===== config.mk =====
export PLATFORM = sky130hd
export DESIGN_NAME = mc_unit_wrap
export DESIGN_NICKNAME = d
export VERILOG_FILES = /design/src/rtl/mcw_pkg.sv /design/src/rtl/mcw_alu.sv /design/src/rtl/mcw_ctrl.sv /design/src/rtl/mc_unit_wrap.sv
export SDC_FILE = /design/constraint.sdc
export NUM_CORES = 1
export LEC_CHECK = 0
export ABC_AREA = 0
export BUFFER_PORTS_ARGS = -buffer_cell sky130_fd_sc_hd__buf_2
export CORE_MARGIN = 2
export CORE_UTILIZATION = 35
export DETAILED_ROUTE_END_ITERATION = 12
export SKIP_CTS_REPAIR_TIMING = 1
export SLEW_MARGIN = 30
export SYNTH_ARGS = -nofsm -noshare
export SYNTH_HDL_FRONTEND = slang
export SYNTH_SLANG_ARGS = --single-unit

===== constraint.sdc =====
create_clock -name clk_i -period 3.5 [get_ports clk_i]
set_clock_uncertainty 0.2 [all_clocks]
set_input_delay 0.175 -clock clk_i [delete_from_list [all_inputs] [get_ports clk_i]]
set_output_delay 0.175 -clock clk_i [all_outputs]
set_load 0.01 [all_outputs]

===== src/rtl/mcw_pkg.sv =====
package mcw_pkg;
  typedef enum logic [1:0] {
    ST_FIRST  = 2'd0,
    ST_FLIGHT = 2'd1,
    ST_HOLD   = 2'd2
  } mcw_state_e;

  typedef enum logic [1:0] {
    OP_ADD = 2'd0,
    OP_SUB = 2'd1,
    OP_AND = 2'd2,
    OP_XOR = 2'd3
  } mcw_op_e;
endpackage


===== src/rtl/mcw_alu.sv =====
module mcw_alu #(
  parameter int DATA_W = 16
) (
  input  logic [1:0]        op_i,
  input  logic [DATA_W-1:0] a_i,
  input  logic [DATA_W-1:0] b_i,
  output logic [DATA_W-1:0] y_o
);
  import mcw_pkg::*;

  always_comb begin
    unique case (mcw_op_e'(op_i))
      OP_ADD:  y_o = a_i + b_i;
      OP_SUB:  y_o = a_i - b_i;
      OP_AND:  y_o = a_i & b_i;
      default: y_o = a_i ^ b_i;
    endcase
  end
endmodule


===== src/rtl/mcw_ctrl.sv =====
module mcw_ctrl #(
  parameter bit HAS_STALL = 1'b1
) (
  input  logic clk_i,
  input  logic rst_ni,
  input  logic valid_i,
  input  logic stall_i,
  input  logic done_i,
  input  logic flush_i,
  input  logic squash_i,
  output logic first_o,
  output logic hold_o,
  output logic cmpl_o,
  output logic stall_o,
  output logic deliver_o
);
  import mcw_pkg::*;

  mcw_state_e state_q, state_d;
  logic ds_stall, busy;

  generate
    if (HAS_STALL) begin : g_stall
      assign ds_stall = stall_i;
    end else begin : g_nostall
      assign ds_stall = 1'b0;
    end
  endgenerate

  assign first_o   = (state_q == ST_FIRST);
  assign hold_o    = (state_q == ST_HOLD);
  assign busy      = (first_o & valid_i) | (state_q == ST_FLIGHT);
  // flush forces completion; squash forces it low
  assign cmpl_o    = busy & (done_i | flush_i) & ~squash_i;
  assign stall_o   = ds_stall | (busy & ~cmpl_o & ~squash_i);
  assign deliver_o = ~ds_stall & ~squash_i & (cmpl_o | hold_o);

  always_comb begin
    state_d = state_q;
    if (squash_i) begin
      state_d = ST_FIRST;
    end else if (hold_o) begin
      state_d = ds_stall ? ST_HOLD : ST_FIRST;
    end else if (busy) begin
      if (!cmpl_o)       state_d = ST_FLIGHT;
      else if (ds_stall) state_d = ST_HOLD;
      else               state_d = ST_FIRST;
    end
  end

  always_ff @(posedge clk_i or negedge rst_ni) begin
    if (!rst_ni) state_q <= ST_FIRST;
    else         state_q <= state_d;
  end

  assert_squash_first_R8: assert property (@(posedge clk_i) disable iff (!rst_ni)
    squash_i |=> first_o);
  assert_hold_release_R7: assert property (@(posedge clk_i) disable iff (!rst_ni)
    (hold_o && !stall_i && !squash_i) |=> first_o);
  assert_flight_stays_R6: assert property (@(posedge clk_i) disable iff (!rst_ni)
    (busy && !done_i && !flush_i && !squash_i) |=> (state_q == ST_FLIGHT));
endmodule


===== src/rtl/mc_unit_wrap.sv =====
module mc_unit_wrap #(
  parameter int DATA_W    = 16,
  parameter bit HAS_STALL = 1'b1
) (
  input  logic              clk_i,
  input  logic              rst_ni,
  input  logic              valid_i,
  input  logic [DATA_W-1:0] a_i,
  input  logic [DATA_W-1:0] b_i,
  input  logic [1:0]        op_i,
  input  logic              done_i,
  input  logic              flush_i,
  input  logic              squash_i,
  input  logic              stall_i,
  output logic              stall_o,
  output logic              res_vld_o,
  output logic [DATA_W-1:0] result_o
);
  logic [DATA_W-1:0] a_q, b_q, a_sel, b_sel, alu_y, res_q;
  logic [1:0]        op_q, op_sel;
  logic              first, hold, cmpl, deliver;

  mcw_ctrl #(.HAS_STALL(HAS_STALL)) u_ctrl (
    .clk_i, .rst_ni, .valid_i, .stall_i, .done_i, .flush_i, .squash_i,
    .first_o(first), .hold_o(hold), .cmpl_o(cmpl), .stall_o(stall_o),
    .deliver_o(deliver)
  );

  // first cycle computes from live inputs, later cycles from captured copy
  assign a_sel  = first ? a_i  : a_q;
  assign b_sel  = first ? b_i  : b_q;
  assign op_sel = first ? op_i : op_q;

  mcw_alu #(.DATA_W(DATA_W)) u_alu (
    .op_i(op_sel), .a_i(a_sel), .b_i(b_sel), .y_o(alu_y)
  );

  always_ff @(posedge clk_i or negedge rst_ni) begin
    if (!rst_ni) begin
      a_q  <= '0;
      b_q  <= '0;
      op_q <= '0;
    end else if (first && valid_i) begin
      a_q  <= a_i;
      b_q  <= b_i;
      op_q <= op_i;
    end
  end

  always_ff @(posedge clk_i or negedge rst_ni) begin
    if (!rst_ni)   res_q <= '0;
    else if (cmpl) res_q <= alu_y;
  end

  assign res_vld_o = deliver;
  assign result_o  = deliver ? (hold ? res_q : alu_y) : '0;

  assert_no_deliver_in_stall_R4: assert property (@(posedge clk_i) disable iff (!rst_ni)
    res_vld_o |-> !stall_o);
  assert_flush_delivers_R3: assert property (@(posedge clk_i) disable iff (!rst_ni)
    (!first && !hold && flush_i && !squash_i && !stall_i) |-> res_vld_o);
  assert_hold_stable_R7: assert property (@(posedge clk_i) disable iff (!rst_ni)
    (hold && $past(hold)) |-> $stable(res_q));
  assert_zero_when_idle_R5: assert property (@(posedge clk_i) disable iff (!rst_ni)
    !res_vld_o |-> (result_o == '0));
endmodule


# Word-level counts from Yosys, hierarchy flattened

Index checks and enable logic that the tools add are counted.

Output and inout port bits: 18
Bits in registers: 52
Input port bits: 41
Word-level logic and storage cells: 42

Bitwise gates (word level): 16
Multiplexer cells: 11
Equal/unequal tests: 4
Add/subtract/negate cells: 2
Reductions and logical operators: 4

Operators with widths:

| operator                                                         | count |
|---|---|
| 16-bit two-way mux                                               | 4 |
| 16-bit one-hot mux with 3 select lines                           | 1 |
| 16-bit adder                                                     | 1 |
| 16-bit AND                                                       | 1 |
| 16-bit subtractor                                                | 1 |
| 16-bit XOR                                                       | 1 |
| 2-bit two-way mux                                                | 6 |
| 1-bit AND                                                        | 7 |
| 2-bit by 1-bit == test with 1-bit output (second input constant) | 2 |
| 2-bit == test (second input constant)                            | 2 |
| 2-bit logical NOT                                                | 2 |
| 1-bit OR                                                         | 4 |
| 1-bit inverter                                                   | 3 |
| 3-bit nonzero test                                               | 1 |
| 1-bit logical AND                                                | 1 |

# Depth between registers and ports, before layout

Gate-level depths: netlist of the first run.

Depth in word-level cells: 9
Depth in mapped cells: 18
Gate-level depth less buffers: 15

# Hierarchy

From an unflattened synthesis of the first run, not the netlist that was laid out.

Cells, all modules: 416
Area total of the unflattened synthesis: 4,419.2 µm²

Modules (own cells, without submodules):

| module       | times used | sequential area each (µm²) | cells each | area each (µm²) |
|---|---|---|---|---|
| mc_unit_wrap | 1          | 1,251.2                    | 179        | 2,677.6 |
| mcw_alu      | 1          | 0.0                        | 217        | 1,586.5 |
| mcw_ctrl     | 1          | 50.0                       | 20         | 155.1 |

# Worst setup path before layout of the first run

No wires, ideal clock.

Kind: register to output
Start: register u_ctrl.state_q[1]
End: output port result_o[12]
Buffers on the path: 5
Arrival time: 3,539 ps
Path slack: -414 ps
Required time: 3,125 ps
Cell stages (with the launch flop): 17
Cells stage by stage: dfrtp_1 -> buf_6 -> nor2_1 -> buf_2 -> buf_2 -> buf_1 -> clkbuf_1 -> nand2_1 -> nand2_1 -> ha_1 -> a21oi_1 -> nor2b_1 -> o31a_1 -> o41ai_1 -> xnor2_1 -> o21ai_0 -> o21ai_0

Word-level cells in the longest chain between the ends: 8
Elaborated cells on any way between the ends: 22
Classes of those cells: add/sub: 2; eq/ne: 4; mux: 6; bitwise: 8; reduce/logical: 2

Ends and longest elaborated chain:

| element                                                                   | RTL line           | RTL |
|---|---|---|
| from (decl)                                                               | mcw_ctrl.sv:19     | `mcw_state_e state_q, state_d;` |
| from (signal assigned)                                                    | mcw_ctrl.sv:53     | `else state_q <= state_d;` |
| parallel branches: the longest is 7 deep, another holds 16-bit subtractor | -                  |  |
| 16-bit two-way mux *                                                      | mc_unit_wrap.sv:56 | `assign result_o = deliver ? (hold ? res_q : alu_y) : '0;` |
| to (decl)                                                                 | mc_unit_wrap.sv:17 | `output logic [DATA_W-1:0] result_o` |

Every way passes the cells marked *.

# Worst setup path after layout of the first run

Start: register u_ctrl.state_q[1]
End: output port result_o[15]

Same word-level chain as after synthesis.

==> flow_summary.yaml, run 1 <==
global_route:
  grt_max_degree: 31
  grt_first_pass_wirelength_mm: 21.4
  grt_antenna_before_repair: 0
  use_met3: 0.0383
  gr-total-overflow: 0
  grt_pass1_vias: 4179
  grt_use_met1: 0.279
  use_met2: 0.294
  grt.total_usage: 0.191
  busiest_layer: "met2"
power:
  finalPower_mw: 2.79
  peakVddDrop_mv: 0.277
  power_density_nw_per_um2: 438
  p_leak_nw: 2.99
timing:
  fin_crit_ns: 4.21
  slew_viol_final: 0
  setup_viol: 20
  fin_crit_sh: 1.20
  worst_pin_slew_ns: 0.714
  rsz0062_at_grt: "yes"
  hold_ws_ns: 0.0550
  fmax_mhz: 237
  finalHoldViolations: 0
  timing.setup.tns_ns: -7.21
  setup_ws_ns: -0.713
  slew_headroom: 0.524
run:
  max_cap_viol_count: 0
critical_path:
  crit_type: "flip-flop to primary output"
  cp-start-kind: "flip-flop"
  ff2ff_setup_slack_ns: -0.29
  crit_arrival_ns: 3.84
  critPathCaptureType: "primary output"
  r2r_cells: 15
  cp.required_ns: 3.12
  cp_max_fo: 4
floorplanning:
  dieWidth_microns: 118
  fp.coreArea_sq_um: 12600
  die_area_sq_um: 13800
  initial_core_util: 0.358
  fp.dieH_microns: 118
  rows: 41
  pin_count: 59
routing:
  ant_nets: 0
  drt_iter0_markers: 172
  wl_per_cell_microns: 15.6
  dr_total_vias: 4497
  viasPerCell: 5.13
  dr.pass1.iters: 5
  wirelength_mm: 13.7
  post-route-drc-count: 0
layout:
  final_core_util: 0.505
  layout-drive-gt1-share: 0.360
  antennaDiodeCount: 0
  num-nets-final: 774
  n_fill_cell: 1228
  syn_to_final_growth_pct: 40.8
worst_hold_path:
  hp-class: "input port to flip-flop"
  holdPathStages: 3
clock_tree:
  cts.path.max_buffers: 2
  clock_sinks: 52
  insertion_delay_ns: 0.32
  htreeDepth: 2
  path_clk_slew_ns: 0.07
  cts_tree: "done"
  clock-root-buffer: "clkbuf_16"
  cts_buffers: 5
placement:
  pre_cts_slack_ns: -0.423
  hpwlAfterDp_mm: 10.4
  place_congestion: 0.902
  portBuffers: 58
yosys:
  yosys_warnings: 0
  syn_inst: 542
  ys_types: 68
  synth-seq-area-share: 0.288
  netlist.area_leader.share: 0.288
  netlist_area_sq_um: 4520
  yosysTopAreaCell: "dfrtp_1"
  async_flop_share: 1.00
  syn_nets: 612
  synth-seq-cells: 52
  syn_area_per_cell_sq_um: 8.34
  synth_edf_count: 0
  synth_ff_type: "dfrtp_1"
  ys_top_cells_by_area: "dfrtp_1 (29%), mux2_2 (10%), nand2_1 (10%)"
run_status:
  failed_checks: "setup timing"
  status: "finished, violations left"
-- critical path: stages, from the launching register on --
cell	delay, ns
dfrtp_2	0.44
nor2_4	0.17
mux2_4	0.35
nor4b_4	0.39
nand2_2	0.10
or2_4	0.26
o21ai_2	0.14
xor2_1	0.09
ha_1	0.38
a21oi_2	0.09
and3_1	0.19
a221oi_2	0.28
nand3_2	0.16
a211o_1	0.33
buf_2	0.14
-- report_power, final --
part	leakage [nW]	internal, mW	total (mW)	switching [mW]
logic	2.30	0.705	1.46	0.751
registers	0.625	0.724	0.796	0.0714
clock network	0.0708	0.271	0.536	0.264
-- flip-flops by register name, indices dropped and copies added (netlist names) --
name / flops
a_q: 16
b_q: 16
op_q: 2
res_q: 16
u_ctrl.state_q: 2
-- placed cells by master, fill, tap and decap left out, types with 6 or more instances in the layout --
| cell type | count |
|---|---|
| xnor2_1 | 13 |
| nor2_1 | 25 |
| dfrtp_1 | 51 |
| buf_4 | 90 |
| xor2_1 | 11 |
| mux2i_1 | 21 |
| nand3_1 | 10 |
| buf_2 | 57 |
| nand2b_1 | 8 |
| a21oi_1 | 29 |
| inv_1 | 9 |
| mux2_2 | 37 |
| o21a_1 | 8 |
| nand2_1 | 117 |
| ha_1 | 27 |
| dlygate4sd3_1 | 33 |
| o21ai_1 | 10 |
| o21ai_0 | 16 |
| a21oi_2 | 7 |
| nor3_1 | 10 |
| o21ai_2 | 6 |
-- worst paths after layout --
| path | from | end |
|---|---|---|
| worst max-delay path | u_ctrl.state_q[1] | result_o[15] |
| worst min-delay path | b_i[1] | b_q[1] |
| worst max register to register | u_ctrl.state_q[1] | res_q[15] |
| worst min register to register | res_q[5] | res_q[5] |
| max in group asynchronous | rst_ni | u_ctrl.state_q[1] |
| min in group asynchronous | rst_ni | a_q[3] |
-- synth_stat cells (2+ instances only) --
cell and instances:
a31oi_1 2, clkbuf_1 14, or3_1 3, a21o_1 3, o211ai_1 2, ha_1 28
mux2i_1 22, buf_2 7, a21oi_1 36, o21ai_1 5, and3_1 5, xnor2_1 14
o22ai_1 2, nand2_1 121, nand2b_1 9, o21ai_0 27, nor2b_1 5, nand3b_1 2
xor2_1 12, nor3_1 14, nor4_1 6, a31o_2 2, a211oi_1 3, o31ai_1 7
o21a_1 8, nor2_1 27, mux2_2 41, buf_6 3, dfrtp_1 52, nor4b_1 3
nand3_1 12, inv_1 9
-- through the flow --
| step | instance area [sq um] | std cells |
|---|---|---|
| 2_1_floorplan | 4620 | 542 |
| 3_3_place_gp | 5580 | 826 |
| 3_5_place_dp | 5580 | 826 |
| 4_1_cts | 5730 | 834 |
| 5_1_grt | 6370 | 877 |
| 6_report | 6370 | 877 |
-- layout make-up --
cell class | instances | area [sq um] | area share
multi-input combinational | 454 | 3360 | 0.528
sequential | 52 | 1300 | 0.205
timing repair buffer | 181 | 1300 | 0.205
tap | 172 | 215 | 0.0338
clock buffer | 5 | 125 | 0.0197
inverter | 10 | 37.5 | 0.00590
clock inverter | 3 | 25.0 | 0.00393
-- cell families after synthesis --
| family | Yosys count | synth area share |
|---|---|---|
| compound gates | 118 | 0.172 |
| xor+xnor | 26 | 0.0504 |
| fa+ha+maj | 29 | 0.0819 |
| buf+inv | 36 | 0.0376 |
| flops | 52 | 0.288 |
| mux | 63 | 0.151 |
| simple gates | 218 | 0.220 |
-- metal layers --
metal	wire (microns)	vias to the layer above
li1	-	2244
met1	6710	2138
met2	6260	101
met3	582	14
met4	145	0
met5	0	-
(Power assumes the default switching activity.)
==> inputs of run 2 (changes only) <==
--- a/config.mk
+++ b/config.mk
@@ -5,7 +5,7 @@
 export SDC_FILE = /design/constraint.sdc
 export NUM_CORES = 1
 export LEC_CHECK = 0
-export ABC_AREA = 0
+export ABC_AREA = 1
 export BUFFER_PORTS_ARGS = -buffer_cell sky130_fd_sc_hd__buf_2
 export CORE_MARGIN = 2
 export CORE_UTILIZATION = 35
==> run 2 against run 1 <==
The run ends with hold timing, setup timing left. Clock power shrank 3%. Non-clock buffer count shrank 47. Register-to-register slack gained 0.49 ns. Clock-buffer cell count grew 1. Flip-flop and latch count is the same.
==> flow_summary.yaml, run 2 <==
yosys:
  syn_inst: 644
  netlist_area_sq_um: 4300
  yosysTopAreaCell: "dfrtp_1"
  synth-seq-cells: 52
  ys_top_cells_by_area: "dfrtp_1 (30%), nand2_1 (17%), inv_1 (9.6%)"
  synth-seq-area-share: 0.302
  ys_types: 39
  async_flop_share: 1.00
  syn_nets: 714
  synth_most_common_cell: "nand2_1"
  synth_edf_count: 0
  yosys_warnings: 0
  netlist.area_leader.share: 0.302
  syn_area_per_cell_sq_um: 6.68
  synth_ff_type: "dfrtp_1"
  synth_commonest_cells: "nand2_1 (190), inv_1 (110), o21ai_0 (80)"
clock_tree:
  cts_buffers: 5
  cts_tree: "done"
  clock-root-buffer: "clkbuf_16"
  htreeDepth: 2
  path_clk_slew_ns: 0.08
  insertion_delay_ns: 0.30
  cts.path.max_buffers: 2
  clock_sinks: 52
timing:
  setup_viol: 11
  slew_viol_final: 0
  timing.setup.tns_ns: -2.39
  fmax_mhz: 262
  hold_ws_ns: -0.0435
  rsz0062_at_grt: "yes"
  finalHoldViolations: 14
  fin_crit_sh: 1.09
  setup_ws_ns: -0.314
  slew_headroom: 0.565
  worst_pin_slew_ns: 0.653
  fin_crit_ns: 3.81
routing:
  post-route-drc-count: 0
  dr.pass1.iters: 4
  wirelength_mm: 11.5
  ant_nets: 0
  drt_iter0_markers: 217
  dr_total_vias: 4255
  wl_per_cell_microns: 12.5
  viasPerCell: 4.65
layout:
  reg.largest.list: "a_q (16), b_q (16), res_q (16)"
  most-common-layout-cells: "nand2_1 (170), inv_1 (104), o21ai_0 (71)"
  syn_to_final_growth_pct: 33.5
  final_core_util: 0.478
  seqCellArea_sq_um: 1300
  n_fill_cell: 1229
  antennaDiodeCount: 0
  num-nets-final: 837
  fin_area_sq_um: 5750
  multi_input_area_sq_um: 2720
  layout-drive-gt1-share: 0.277
  final_common_cell: "nand2_1"
run_status:
  status: "finished, violations left"
  failed_checks: "hold timing, setup timing"
global_route:
  grt_first_pass_wirelength_mm: 18.3
  grt_antenna_before_repair: 0
  gr-total-overflow: 0
  grt_pass1_vias: 3835
  grt.total_usage: 0.171
  grt_max_degree: 64
placement:
  portBuffers: 58
  pre_cts_slack_ns: -0.134
  hpwlAfterDp_mm: 8.61
  place_congestion: 0.895
  placed_area_sq_um: 5020
power:
  peakVddDrop_mv: 0.239
  combPwrFrac: 0.520
  p_switching_mw: 1.11
  p_sw_frac: 0.408
  power_density_nw_per_um2: 475
  intPower_mw: 1.62
  clockPowerShare: 0.192
  p_leak_nw: 3.15
  pwr-share-seq: 0.288
critical_path:
  cp-start-kind: "flip-flop"
  critPathSlowestCell: "dfrtp_2"
  max_stage_delay_ns: 0.46
  cp.required_ns: 3.12
  critPathCaptureType: "primary output"
  r2r_cells: 19
  cp_max_fo: 7
  cp_common_cell: "nand2_1"
  crit_type: "flip-flop to primary output"
  crit_arrival_ns: 3.44
  critical_path.cell_chain: "nor2_4 > buf_6 > clkbuf_16 > o21ai_4 > nand2_4 > buf_4 > inv_1 > o21ai_1 > xor2_1 > ha_2 > a21oi_2 > nor3_2 > nor2_1 > nand2_1 > inv_1 > nand2_1 > nand3_1 > nand2_1 > nand2_1 > nand3_1 > nand2_1 > inv_1 > buf_2"
floorplanning:
  fp.coreArea_sq_um: 12000
  dieWidth_microns: 115
  fp.dieH_microns: 115
  initial_core_util: 0.358
  rows: 40
  pin_count: 59
  die_area_sq_um: 13200
run:
  max_cap_viol_count: 0
worst_hold_path:
  holdPathStages: 3
  hp-class: "input port to flip-flop"
[run 2: critical path, delay by kind of cell (launching register included)]
family | cells | cell delay [ns]
AO/OA/AOI/OAI | 3 | 0.42
XOR/XNOR | 1 | 0.18
adder cells (fa/ha/maj) | 1 | 0.34
buffers and inverters | 7 | 0.71
flip-flops | 1 | 0.46
AND/OR/NAND/NOR | 11 | 1.03
[run 2: per-layer routing]
metal  wire (microns)  up-vias  GRT usage
li1                 -     2293          -
met1             5920     1891      0.256
met2             5040       65      0.261
met3              409        6     0.0264
met4               91        0     0.0337
met5                0        -          0
[run 2: power groups by stage]
stage | registers (mW) | clock network, mW | logic [mW]
finish | 0.786 | 0.522 | 1.42
global route | 0.804 | 0.559 | 1.60
CTS | 0.784 | 0.541 | 1.19
detailed placement | 0.796 | 0 | 1.18
global placement | 0.790 | 0 | 1.16
floorplan | 0.783 | 0 | 0.820
[run 2: cell type report]
class,count,share of cell area
sequential,52,0.227
timing repair buffer,134,0.167
clock buffer,6,0.0242
clock inverter,2,0.00240
multi-input combinational,460,0.473
inverter,114,0.0745
tap,147,0.0320
[run 2: final timing paths]
check / from / end / slack (ns)
max in group asynchronous: rst_ni / u_ctrl.state_q[0] / 2.03
min in group asynchronous: rst_ni / a_q[2] / 0.24
hold / removal: b_i[7] / b_q[7] / -0.04
hold reg to reg: b_q[13] / b_q[13] / 0.28
setup reg to reg: u_ctrl.state_q[0] / res_q[14] / 0.20
setup / recovery: u_ctrl.state_q[0] / result_o[15] / -0.31
[run 2: logic make-up (layout without fill, tap and decap cells)]
group / after synthesis / after routing / share of synthesized area
adders and majority gates: 29 / 29 / 0.0860
DFF: 52 / 52 / 0.302
and+or+nand+nor: 257 / 259 / 0.251
buffers and inverters: 134 / 256 / 0.124
AOI/OAI and AO/OA: 152 / 152 / 0.196
xor gates and xnor gates: 20 / 20 / 0.0407
[run 2: metrics by stage]
stage | std cells | power (mW) | hold slack [ns]
final | 915 | 2.73 | -0.0435
after global routing | 915 | 2.96 | 0.000320
after CTS | 882 | 2.51 | -0.283
after detailed placement | 874 | 1.98 | 0.0401
after global placement | 874 | 1.95 | 0.0259
after floorplan | 644 | 1.60 | -0.321
==> inputs of run 3 (changes only) <==
--- a/config.mk
+++ b/config.mk
@@ -6,10 +6,12 @@
 export NUM_CORES = 1
 export LEC_CHECK = 0
 export ABC_AREA = 1
+export ABC_CLOCK_PERIOD_IN_PS = 3500
 export BUFFER_PORTS_ARGS = -buffer_cell sky130_fd_sc_hd__buf_2
 export CORE_MARGIN = 2
-export CORE_UTILIZATION = 35
+export CORE_UTILIZATION = 45
 export DETAILED_ROUTE_END_ITERATION = 12
+export PLACE_DENSITY = 0.67
 export SKIP_CTS_REPAIR_TIMING = 1
 export SLEW_MARGIN = 30
 export SYNTH_ARGS = -nofsm -noshare
==> run 3 against run 2 <==
The flow still finishes with violations (hold timing, setup timing). Largest power group unchanged. Non-clock buffer count up 14. Flip-flop and latch count did not move. Sequential power hardly changed. Worst hold slack gained 0.018 ns.
==> flow_summary.yaml, run 3 (synthesized netlist as in run 2, its figures left out) <==
routing:
  wl_per_cell_microns: 13.4
  dr_total_vias: 4434
  dr.pass1.iters: 5
  routed-wl-met2_mm: 5.65
  top_layer: "met4"
  drt_iter0_markers: 196
  ant_nets: 0
  wirelength_mm: 12.2
  wl_met3_microns: 563
  viasPerCell: 4.87
  post-route-drc-count: 0
  wl_met1_mm: 5.82
timing:
  setup_viol: 11
  rsz0062_at_grt: "yes"
  fmax_mhz: 259
  hold_ws_ns: -0.0260
  fin_crit_sh: 1.10
  fin_crit_ns: 3.85
  finalHoldViolations: 4
  setup_ws_ns: -0.354
  slew_viol_final: 0
  timing.setup.tns_ns: -2.35
  worst_pin_slew_ns: 0.747
  slew_headroom: 0.502
run_status:
  status: "finished, violations left"
  failed_checks: "hold timing, setup timing"
layout:
  syn_to_final_growth_pct: 39.8
  fin_area_sq_um: 6020
  reg.largest.list: "a_q (16), b_q (16), res_q (16)"
  most-common-layout-cells: "nand2_1 (155), inv_1 (100), o21ai_0 (70)"
  final_cells: 910
  final_common_cell: "nand2_1"
  final_core_util: 0.651
  layout-drive-gt1-share: 0.314
  n_fill_cell: 799
  antennaDiodeCount: 0
  num-nets-final: 850
floorplanning:
  die_area_sq_um: 10400
  initial_core_util: 0.466
  fp.coreArea_sq_um: 9240
  pin_count: 59
  fp.dieH_microns: 102
  dieWidth_microns: 102
  rows: 35
critical_path:
  crit_type: "flip-flop to primary output"
  cp.required_ns: 3.12
  critPathSlowestCell: "dfrtp_2"
  cp_max_fo: 5
  cp-start-kind: "flip-flop"
  critPathBufInv: 5
  critPathCaptureType: "primary output"
  cp_common_cell: "nand2_1"
  ff2ff_setup_slack_ns: 0.14
  crit_cells: 24
  critical_path.cell_chain: "nor2_4 > buf_12 > nand2_1 > nand2_2 > nand2_2 > nor2_2 > nand2_2 > nor2_4 > inv_2 > o21ai_1 > xor2_1 > ha_1 > nand2_2 > nor2_2 > inv_2 > nor3_2 > nand2_1 > nand2_1 > nand2_1 > nand3_1 > nand2_1 > o21ai_1 > inv_1 > buf_2"
  r2r-end: "res_q[14]"
  crit_arrival_ns: 3.48
  critPathTopFamily: "simple AND/OR/NAND/NOR gates"
  crit_start: "u_ctrl.state_q[0]"
  crit_end: "result_o[13]"
  max_stage_delay_ns: 0.47
  rr_startpoint: "u_ctrl.state_q[0]"
  r2r_cells: 22
placement:
  place_congestion: 0.893
  placed_area_sq_um: 4940
  pre_cts_slack_ns: -0.130
  dp_cells: 846
  portBuffers: 58
  hpwlAfterDp_mm: 8.39
power:
  power_density_nw_per_um2: 456
  peakVddDrop_mv: 0.223
  finalPower_mw: 2.74
  p_leak_nw: 3.20
clock_tree:
  path_clk_slew_ns: 0.10
  insertion_delay_ns: 0.31
  cts.path.max_buffers: 2
  htreeDepth: 2
  clock_sinks: 52
  clock-root-buffer: "clkbuf_8"
  cts_buffers: 5
  cts_tree: "done"
global_route:
  grt_first_pass_wirelength_mm: 18.3
  gr-total-overflow: 0
  grt_antenna_before_repair: 0
  grt_max_degree: 69
  grt.total_usage: 0.220
  grt_pass1_vias: 3929
worst_hold_path:
  holdPathStages: 3
  hp-class: "input port to flip-flop"
run:
  max_cap_viol_count: 0
==> run 3: tightest hold or removal path: stages <==
cell and delay [ns]:
buf_2 0.11, inv_1 0.07, o21ai_0 0.09
==> run 3: power breakdown <==
| group | leakage (nW) | switching, mW | internal, mW |
|---|---|---|---|
| sequential | 0.634 | 0.0610 | 0.725 |
| clock | 0.0414 | 0.219 | 0.143 |
| combinational | 2.53 | 0.912 | 0.680 |
| total | 3.20 | 1.19 | 1.55 |
==> run 3: worst min-delay path by stage <==
stage	endpoint	start	slack [ns]
after floorplan	a_q[0]	rst_ni	-0.32
after global placement	res_q[1]	rst_ni	0.07
after detailed placement	res_q[1]	rst_ni	0.08
after CTS	a_q[0]	rst_ni	-0.26
after global routing	b_q[0]	b_i[0]	-0.0007
final	b_q[0]	b_i[0]	-0.03
==> run 3: routing by layer <==
metal / vias to the layer above / track usage
met5: - / 0
met4: 0 / 0.0457
met3: 17 / 0.0311
met2: 109 / 0.345
met1: 1986 / 0.323
li1: 2322 / -
==> run 3: final cells by class <==
| type | count | area, sq um | share of cell area |
|---|---|---|---|
| clock buffer | 6 | 72.6 | 0.0121 |
| clock inverter | 2 | 16.3 | 0.00270 |
| inverter | 114 | 428 | 0.0711 |
| multi-input combinational | 459 | 2880 | 0.478 |
| sequential | 52 | 1300 | 0.217 |
| tap | 129 | 161 | 0.0268 |
| timing repair buffer | 148 | 1160 | 0.192 |
